### src/rtl/vhpi_pkg.sv
package vhpi_pkg;

    // Arming state: which deferred checks wait for the next evaluation strobe
    typedef enum logic [1:0] {
        ST_IDLE = 2'b00,
        ST_COND = 2'b01,
        ST_PEND = 2'b10,
        ST_BOTH = 2'b11
    } arm_state_t;

endpackage

### src/rtl/vhpi_encode.sv
module vhpi_encode #(
    parameter int VEC_W   = 8,
    parameter int CLASS_W = 4,
    parameter int NMI_VEC = 2,
    parameter int EXT_VEC = 0,
    parameter int CODE_W  = CLASS_W + 2
) (
    input  logic              vld,
    input  logic [VEC_W-1:0]  vec,
    output logic [CODE_W-1:0] code
);

    localparam logic [CODE_W-1:0] NMI_CODE = CODE_W'(1) << (CLASS_W + 1);
    localparam logic [CODE_W-1:0] EXT_CODE = CODE_W'(1) << CLASS_W;

    always_comb begin
        if (!vld) begin
            code = '0;
        end else if (vec == VEC_W'(NMI_VEC)) begin
            code = NMI_CODE;
        end else if (vec == VEC_W'(EXT_VEC)) begin
            code = EXT_CODE;
        end else begin
            code = {2'b00, vec[VEC_W-1 -: CLASS_W]};
        end
    end

endmodule

### src/rtl/vhpi_gate.sv
module vhpi_gate #(
    parameter int CLASS_W = 4,
    parameter int CODE_W  = CLASS_W + 2
) (
    input  logic               ena,
    input  logic               mmi,
    input  logic [CLASS_W-1:0] mic,
    input  logic [CODE_W-1:0]  code,
    output logic               above
);

    logic [CODE_W-1:0] thresh;

    always_comb begin
        thresh = {~ena, mmi, mic};
        above  = (code > thresh);
    end

endmodule

### src/rtl/vhpi_detector.sv
module vhpi_detector #(
    parameter int VEC_W   = 8,
    parameter int CLASS_W = 4,
    parameter int NMI_VEC = 2,
    parameter int EXT_VEC = 0
) (
    input  logic                 clk,
    input  logic                 rst,
    input  logic                 pend_stb,
    input  logic                 eoi_stb,
    input  logic                 ack_stb,
    input  logic                 tpr_wr,
    input  logic                 ena,
    input  logic                 mmi,
    input  logic [CLASS_W-1:0]   mic,
    input  logic                 best_vld,
    input  logic [VEC_W-1:0]     best_vec,
    input  logic                 insvc_blk,
    input  logic                 eval_stb,
    output logic                 irq_pulse,
    output logic [CLASS_W+1:0]   vhpi
);
    import vhpi_pkg::*;

    localparam int CODE_W = CLASS_W + 2;

    arm_state_t        st_q, st_d;
    logic              ena_q;
    logic [CODE_W-1:0] code_q, code_d, code_a, enc;
    logic              irq_q, irq_d;
    logic              c_arm, p_arm, c_next, p_next;
    logic              set_c, set_p, consume, load, above, fire;

    vhpi_encode #(
        .VEC_W(VEC_W), .CLASS_W(CLASS_W),
        .NMI_VEC(NMI_VEC), .EXT_VEC(EXT_VEC), .CODE_W(CODE_W)
    ) u_enc (
        .vld (best_vld),
        .vec (best_vec),
        .code(enc)
    );

    vhpi_gate #(.CLASS_W(CLASS_W), .CODE_W(CODE_W)) u_gate (
        .ena  (ena),
        .mmi  (mmi),
        .mic  (mic),
        .code (code_a),
        .above(above)
    );

    // Decode the arming state
    always_comb begin
        unique case (st_q)
            ST_IDLE: begin c_arm = 1'b0; p_arm = 1'b0; end
            ST_COND: begin c_arm = 1'b1; p_arm = 1'b0; end
            ST_PEND: begin c_arm = 1'b0; p_arm = 1'b1; end
            ST_BOTH: begin c_arm = 1'b1; p_arm = 1'b1; end
        endcase
    end

    // Events, consumption and next state
    always_comb begin
        set_c   = tpr_wr | (ena & ~ena_q);
        set_p   = pend_stb | eoi_stb;
        consume = eval_stb & ~ack_stb;
        c_next  = set_c | (c_arm & ~consume);
        p_next  = set_p | (p_arm & ~consume);
        unique case ({c_next, p_next})
            2'b00: st_d = ST_IDLE;
            2'b10: st_d = ST_COND;
            2'b01: st_d = ST_PEND;
            2'b11: st_d = ST_BOTH;
        endcase
    end

    // Pending load, threshold decision and output values
    always_comb begin
        load   = consume & p_arm & best_vld & ~insvc_blk;
        code_a = load ? enc : code_q;
        fire   = consume & (load | c_arm) & above;
        irq_d  = fire;
        if (ack_stb || fire) begin
            code_d = '0;
        end else begin
            code_d = code_a;
        end
    end

    // State register
    always_ff @(posedge clk) begin
        if (rst) begin
            st_q <= ST_IDLE;
        end else begin
            st_q <= st_d;
        end
    end

    // Output and datapath registers
    always_ff @(posedge clk) begin
        if (rst) begin
            code_q <= '0;
            irq_q  <= 1'b0;
            ena_q  <= 1'b0;
        end else begin
            code_q <= code_d;
            irq_q  <= irq_d;
            ena_q  <= ena;
        end
    end

    assign irq_pulse = irq_q;
    assign vhpi      = code_q;

endmodule

### config.mk
export PLATFORM = sky130hd
export DESIGN_NAME = vhpi_detector
export DESIGN_NICKNAME = d
export VERILOG_FILES = /design/src/rtl/vhpi_pkg.sv /design/src/rtl/vhpi_encode.sv /design/src/rtl/vhpi_gate.sv /design/src/rtl/vhpi_detector.sv
export SDC_FILE = /design/constraint.sdc
export NUM_CORES = 1
export LEC_CHECK = 0
export BUFFER_PORTS_ARGS = -buffer_cell sky130_fd_sc_hd__buf_2
export CORE_MARGIN = 4
export CORE_UTILIZATION = 30
export CTS_BUF_LIST = sky130_fd_sc_hd__clkbuf_16
export CTS_CLUSTER_SIZE = 20
export DETAILED_ROUTE_END_ITERATION = 10
export PLACE_DENSITY = 0.54
export SKIP_CTS_REPAIR_TIMING = 1
export SLEW_MARGIN = 20
export SYNTH_ARGS = -nofsm -noshare
export SYNTH_HDL_FRONTEND = slang
export SYNTH_HIERARCHICAL = 1
export SYNTH_SLANG_ARGS = --single-unit
export TNS_END_PERCENT = 30
### constraint.sdc
create_clock -name clk -period 3.2 [get_ports clk]
set_clock_uncertainty 0.2 [all_clocks]
set_input_delay 0.48 -clock clk [delete_from_list [all_inputs] [get_ports clk]]
set_output_delay 0.48 -clock clk [all_outputs]
set_load 0.1 [all_outputs]
-- Yosys cells after proc, flatten, opt, wreduce, memory -nomap -nowiden
Cells that the tools add are included.
W data, S select, Z words.
- register bits: 10
- latch bits: 0
- bits in writable memories: 0
- memory bits (read-only): 0
- bits of input ports: 23
- output and inout bits: 7
- word-level logic and storage cells: 47
- memories: 0
- add/subtract/negate cells: 0
- multipliers: 0
- div/mod/pow operators: 0
- $lt $le $gt $ge: 1
- equal/unequal tests: 7
- shift-type cells: 0
- muxes and demuxes: 7
- bitwise operators: 19
- reductions and logical operators: 9
- operators with widths (operator ; count):
    $mux W6 ; 3
    $reduce_or A2 Y1 ; 5
    $and A1 B1 Y1 ; 9
    $eq A2 B2 Y1 const B ; 4
    $eq A8 B2 Y1 const B ; 1
    $logic_not A8 Y1 ; 1
    $pmux W2 S4 ; 1
    $gt A6 B6 Y1 ; 1
    $mux W5 ; 1
    $not A1 Y1 ; 5
    $or A1 B1 Y1 ; 5
    $eq A2 B1 Y1 const B ; 2
    $logic_not A2 Y1 ; 2
    $pmux W1 S2 ; 2
    $logic_or A1 B1 Y1 ; 1

-- Depth between registers and ports, before layout
Gate-level depths: netlist (run 1).
- word-level depth: 11
- depth in mapped cells: 11
- gate-level depth less buffers: 10

-- By module
Netlist (run 1), hierarchy kept.
- modules (own cells, without submodules) (module ; times used ; cells each ; area each (µm²) ; sequential area each (µm²)):
    vhpi_detector ; 1 ; 50 ; 470.5 ; 200.2
    vhpi_gate ; 1 ; 19 ; 143.9 ; 0.0
    vhpi_encode ; 1 ; 9 ; 56.3 ; 0.0

-- Worst setup path before layout (run 1)
Ideal clock, no wire load.
- path kind: input -> register
- start: input port best_vec[0]
- end: register irq_q (netlist: irq_pulse)
- setup time: 0.065 ns
- data arrival time: 2.477 ns
- required time: 2.935 ns
- path slack: 0.458 ns
- stages on the path: 10
- path buffers: 0
- cells stage by stage: or4_1 > nor3_1 > nand3_1 > nand2_1 > ha_1 > and4_1 > and3_1 > a31oi_1 > o211a_4 > nor2b_1
- elaborated cells between the ends (all ways): 8
- those cells by class: order compare (1); eq/ne (1); mux (4); bitwise (1); reduce/logical (1)
- RTL lines (what ; line ; text):
    from (decl) ; vhpi_detector.sv:17 ; input logic [VEC_W-1:0] best_vec,
    $eq A8 B2 Y1 ; vhpi_encode.sv:19 ; end else if (vec == VEC_W'(NMI_VEC)) begin
    $mux W6 ; vhpi_encode.sv:19 ;
    $mux W6 ; vhpi_encode.sv:17 ; if (!vld) begin
    net enc[5] ; vhpi_detector.sv:29 ; logic [CODE_W-1:0] code_q, code_d, code_a, enc;
    $mux W6 ; vhpi_detector.sv:79 ; code_a = load ? enc : code_q;
    net code_a[5] ; vhpi_detector.sv:29 ;
    $gt A6 B6 Y1 ; vhpi_gate.sv:16 ; above = (code > thresh);
    net above ; vhpi_detector.sv:32 ; logic set_c, set_p, consume, load, above, fire;
    $and A1 B1 Y1 ; vhpi_detector.sv:80 ; fire = consume & (load | c_arm) & above;
    to (signal assigned) ; vhpi_detector.sv:106 ; irq_q <= irq_d;
    to (decl) ; vhpi_detector.sv:30 ; logic irq_q, irq_d;
The timed path passes the listed nets, and every way through them passes these cells.
A chain may end at the register's enable or synchronous reset.

-- Final worst setup path (run 1)
Same ends and word-level chain as after synthesis.

==> reports/results.txt, run 1 <==
Global route overflow: 0
Die Y: 55.3 µm
Ant. Diodes: 0
Power per Cell Area: 428 nW/µm²
Clock network fraction of total power: 57.1%
Max-cap violation count: 0
WS Path Type: in2reg
Largest net degree at the start of global routing: 9
Area grow syn2layout: 35.4%
Gr usage total: 11.3%
CP Launch Type: input pin
Die Width: 55.3 µm
Seq/Total Area, Yosys: 29.9%
Clock sinks: 10
Sequential power share: 33.4%
Number of DRC markers in iteration 0: 9
RSZ-0062 raised after global routing: false
Switching Share: 20.4%
Routability Congestion: 0.721
Yosys reg bits: 10
Clock Latency Late Sink: 0.24 ns
Initial Util: 32.8%
Post-DRT Antenna Nets: 0
Data arrival time of the worst path: 2.75 ns
Crit end category: flop
Wire per inst: 12.0 µm
Final Max Tran Viols: 0
Total CTS buffers: 3
Post-route setup TNS: 0 ns
Router iterations before antenna repair: 3
Final Setup Violations: 0
DRC Markers: 0
Core Footprint: 2040 µm²
Share of cells above drive strength 1: 37.0%
Worst Max-Slew Pin Slew: 0.490 ns
Comb power frac: 9.5%
Total power: 0.389 mW
Yosys Warn Count: 6
Commonest cells after routing, fill and taps aside: 29 x buf_2, 10 x dfxtp_1, 7 x nand3_1, 7 x o21ai_0, 7 x inv_1
Vias: 656
I/O pins: 30
Int Pwr: 0.309 mW
Std cell rows: 16
First-pass GRT wire length: 2680 µm
Number of global-route vias before repair: 609
Status: finished, final reports clean
Hold Path Class: in2reg
Switching power: 0.0793 mW
Max Clk Rate: 360 MHz
Initial antenna violation count: 0
Longest Clk Path Bufs: 2
DP Wirelength: 1340 µm
Post-synth cell types: 28
Leak Pwr: 0.465 nW
Period utilisation layout: 86.9%
Fin crit period: 2.78 ns
Port buffer count: 29
H-tree levels: 1
Peak supply drop: 266 µV
CTS tree: done
Final #Nets: 138
Clk slew on worst S/H paths: 0.04 ns
Die area: 3060 µm²
Worst path required time: 3.17 ns
Largest fanout on the critical path: 7
Final Hold Viols: 0
Synth Area per Inst: 8.60 µm²
Drt total wl: 1620 µm
Synth Net Count: 107
Root Buffer Master: clkbuf_16
Cells after Synth: 78
Relative slew margins: 67.3%
Commonest non-fill, non-tap cell in the layout: buf_2
Vias per cell: 4.86
Synthesized cell area: 671 µm²
## Yosys cell counts
library cell | number | share of area (%)
a211oi_1 | 1 | 1.1
a211oi_2 | 6 | 11
a21o_1 | 1 | 1.1
a21oi_1 | 1 | 0.75
a221oi_1 | 1 | 1.3
a31oi_1 | 1 | 0.93
and2_1 | 4 | 3.7
and3_1 | 1 | 0.93
and3b_1 | 1 | 1.3
and4_1 | 1 | 1.3
buf_1 | 1 | 0.56
buf_2 | 1 | 0.75
buf_6 | 1 | 1.7
dfxtp_1 | 10 | 30
ha_1 | 6 | 11
inv_1 | 7 | 3.9
nand2_1 | 6 | 3.4
nand2b_1 | 1 | 0.93
nand3_1 | 7 | 5.2
nand3b_1 | 1 | 1.1
nor2_1 | 2 | 1.1
nor2b_1 | 4 | 3.7
nor3_1 | 2 | 1.5
o211a_4 | 1 | 2.6
o21ai_0 | 7 | 5.2
or2_2 | 1 | 0.93
or4_1 | 1 | 1.1
or4b_1 | 1 | 1.5
## final timing paths
check,cells after the start,startpoint,slack (ns),endpoint
setup / recovery,11,best_vec[0],0.42,irq_pulse
hold reg to reg,3,ena_q,0.30,st_q[0]
hold / removal,3,eoi_stb,0.26,st_q[1]
setup reg to reg,9,st_q[1],0.68,irq_pulse
## power groups by stage
stage	Clock [mW]	Sequential, mW	Combinational, mW
after floorplan	0	0.132	0.0189
after global placement	0	0.132	0.0370
after detailed placement	0	0.132	0.0373
after CTS	0.226	0.130	0.0376
after global routing	0.234	0.130	0.0425
final	0.222	0.130	0.0371
## logic make-up (layout without fill, tap and decap cells)
kind of cell | count (synthesis) | in the layout | synth area share, %
simple gates | 33 | 33 | 27.8
compound gates | 19 | 19 | 24.3
flops | 10 | 10 | 29.9
buf+inv | 10 | 40 | 6.90
fa+ha+maj | 6 | 6 | 11.2
## through the flow
step	instances	instance area (µm²)	hold slack [ns]	setup slack, ns	utilization, %
after floorplan	78	671	0.271	0.458	-
after global placement	131	830	0.294	0.231	40.6
after detailed placement	131	830	0.299	0.183	40.6
after CTS	135	908	0.262	0.420	44.5
after global routing	135	908	0.268	0.234	44.5
final	135	908	0.258	0.421	44.5
## registers in the layout, summed over array words and instances (netlist names)
signal,count
st_q,2
vhpi,6
ena_q,1
irq_pulse,1
## worst max-delay path, stage by stage
cell and delay [ns]:
buf_2 0.09, or4_1 0.54, nor3_1 0.19, nand3_1 0.12, nand2_1 0.10, ha_1 0.25, and4_1 0.20, and3_1 0.17
a31oi_1 0.20, o211a_4 0.26, nor2b_1 0.14
## layout make-up
cell class	count	area [µm²]
Fill cell	228	1130
Multi-Input combinational cell	58	424
Sequential cell	10	200
Timing Repair Buffer	29	145
Clock buffer	3	75.1
Tap cell	27	33.8
Inverter	7	26.3
Clock inverter	1	3.75
## metal layers
| layer | vias up | routed length [µm] | share of wire (%) | track usage [%] |
|---|---|---|---|---|
| met5 | - | 0 | 0 | 0 |
| met4 | 0 | 29 | 1.8 | 6.25 |
| met3 | 3 | 150 | 9.3 | 5.36 |
| met2 | 24 | 675 | 42 | 15.7 |
| met1 | 289 | 758 | 47 | 14.2 |
| li1 | 340 | - | - | - |
Power figures use the tool's default switching activity.
==> inputs of run 2 (changes only) <==
--- a/config.mk
+++ b/config.mk
@@ -12,6 +12,7 @@
 export CTS_CLUSTER_SIZE = 20
 export DETAILED_ROUTE_END_ITERATION = 10
 export PLACE_DENSITY = 0.54
+export RECOVER_POWER = 50
 export SKIP_CTS_REPAIR_TIMING = 1
 export SLEW_MARGIN = 20
 export SYNTH_ARGS = -nofsm -noshare
==> reports/results.txt, run 2 (synthesized netlist as in run 1, its figures left out) <==
Status: finished, final reports clean
Gr usage total: 11.3%
Worst R2R Setup Slack: 0.68 ns
Hold endpoint: st_q[1]
Vias: 657
Global route overflow: 0
Final #Nets: 138
Die Width: 55.3 µm
Max Clk Rate: 360 MHz
Longest Clk Path Bufs: 2
Ant. Diodes: 0
Placed insts: 131
Data arrival time of the worst path: 2.75 ns
Number of DRC markers in iteration 0: 9
Root Buffer Master: clkbuf_16
Share of cells above drive strength 1: 30.6%
I/O pins: 30
Leak Pwr: 0.438 nW
Port buffer count: 29
Worst hold start: eoi_stb
Final Hold Viols: 0
Commonest cells after routing, fill and taps aside: 22 x buf_2, 10 x dfxtp_1
RSZ-0062 raised after global routing: false
Final Setup Violations: 0
Post-DP Area: 830 µm²
Peak supply drop: 266 µV
Area grow syn2layout: 34.1%
Worst path required time: 3.17 ns
Clk slew on worst S/H paths: 0.04 ns
Total CTS buffers: 3
Routability Congestion: 0.721
Initial Util: 32.8%
Layout Cells excl Fill: 135
Wire per inst: 12.0 µm
Clock sinks: 10
CP Launch Type: input pin
Core Footprint: 2040 µm²
Hold Path Class: in2reg
CTS tree: done
CP Launch Point: best_vec[0]
Largest fanout on the critical path: 7
Die area: 3060 µm²
First-pass GRT wire length: 2680 µm
Worst R2R End: irq_pulse
Die Y: 55.3 µm
Clock Latency Late Sink: 0.24 ns
Reg2reg start: st_q[1]
Max reg flops: 6
Max-cap violation count: 0
Drt total wl: 1620 µm
Period utilisation layout: 86.9%
Final Max Tran Viols: 0
Initial antenna violation count: 0
Number of global-route vias before repair: 609
DRC Markers: 0
H-tree levels: 1
Std cell rows: 16
Crit end category: flop
Worst Max-Slew Pin Slew: 1.17 ns
WS Path Type: in2reg
Hold Path Cell Cnt: 3
Relative slew margins: 22.2%
DP Wirelength: 1340 µm
Vias per cell: 4.87
Worst Hold Margin: 0.259 ns
Post-route cell area: 900 µm²
Power per Cell Area: 432 nW/µm²
Post-DRT Antenna Nets: 0
Largest net degree at the start of global routing: 9
Fin crit period: 2.78 ns
Commonest non-fill, non-tap cell in the layout: buf_2
Post-route setup TNS: 0 ns
Worst reg-to-reg path cell count: 9
Router iterations before antenna repair: 3
==> run 2: changes by cell type in the layout (fill, tap and decap cells not counted) <==
cell      previous run  this run
buf_2               29        22
clkbuf_1             0         7
==> run 2: area by class of cell <==
type | count | area, µm²
Clock buffer | 3 | 75.1
Clock inverter | 1 | 3.75
Fill cell | 231 | 1140
Inverter | 7 | 26.3
Multi-Input combinational cell | 58 | 424
Sequential cell | 10 | 200
Tap cell | 27 | 33.8
Timing Repair Buffer | 29 | 136
==> run 2: how the worst max path moves through the flow <==
stage	end	slack, ns	cells after the start
after floorplan	irq_pulse	0.46	10
after global placement	irq_pulse	0.23	11
after detailed placement	irq_pulse	0.18	11
after CTS	irq_pulse	0.42	11
after global routing	irq_pulse	0.23	11
final	irq_pulse	0.42	11
==> run 2: metal layers <==
metal	track usage, %	vias to the layer above	part of all wire [%]
met2	15.7	24	42
met5	0	-	0
met3	5.36	3	9.6
met1	14.2	289	47
li1	-	341	-
met4	6.25	0	1.8
==> run 2: report_power, final <==
| group | internal (mW) | leakage (nW) | switching [mW] | total [mW] |
|---|---|---|---|---|
| Sequential | 0.128 | 0.0815 | 0.00187 | 0.130 |
| Combinational | 0.0175 | 0.318 | 0.0193 | 0.0368 |
| Clock | 0.164 | 0.0385 | 0.0580 | 0.222 |
| Total | 0.309 | 0.438 | 0.0791 | 0.388 |
==> run 2: worst max-delay path: stages <==
cell,delay [ns]
buf_2,0.09
or4_1,0.54
nor3_1,0.19
nand3_1,0.12
nand2_1,0.10
ha_1,0.25
and4_1,0.20
and3_1,0.17
a31oi_1,0.20
o211a_4,0.26
nor2b_1,0.14
==> run 2: per-stage QoR <==
| step | power [mW] | utilization, % | setup slack (ns) |
|---|---|---|---|
| detailed placement | 0.169 | 40.6 | 0.183 |
| CTS | 0.394 | 44.5 | 0.420 |
| global placement | 0.169 | 40.6 | 0.231 |
| floorplan | 0.151 | - | 0.458 |
| global route | 0.407 | 44.1 | 0.234 |
| finish | 0.388 | 44.1 | 0.420 |
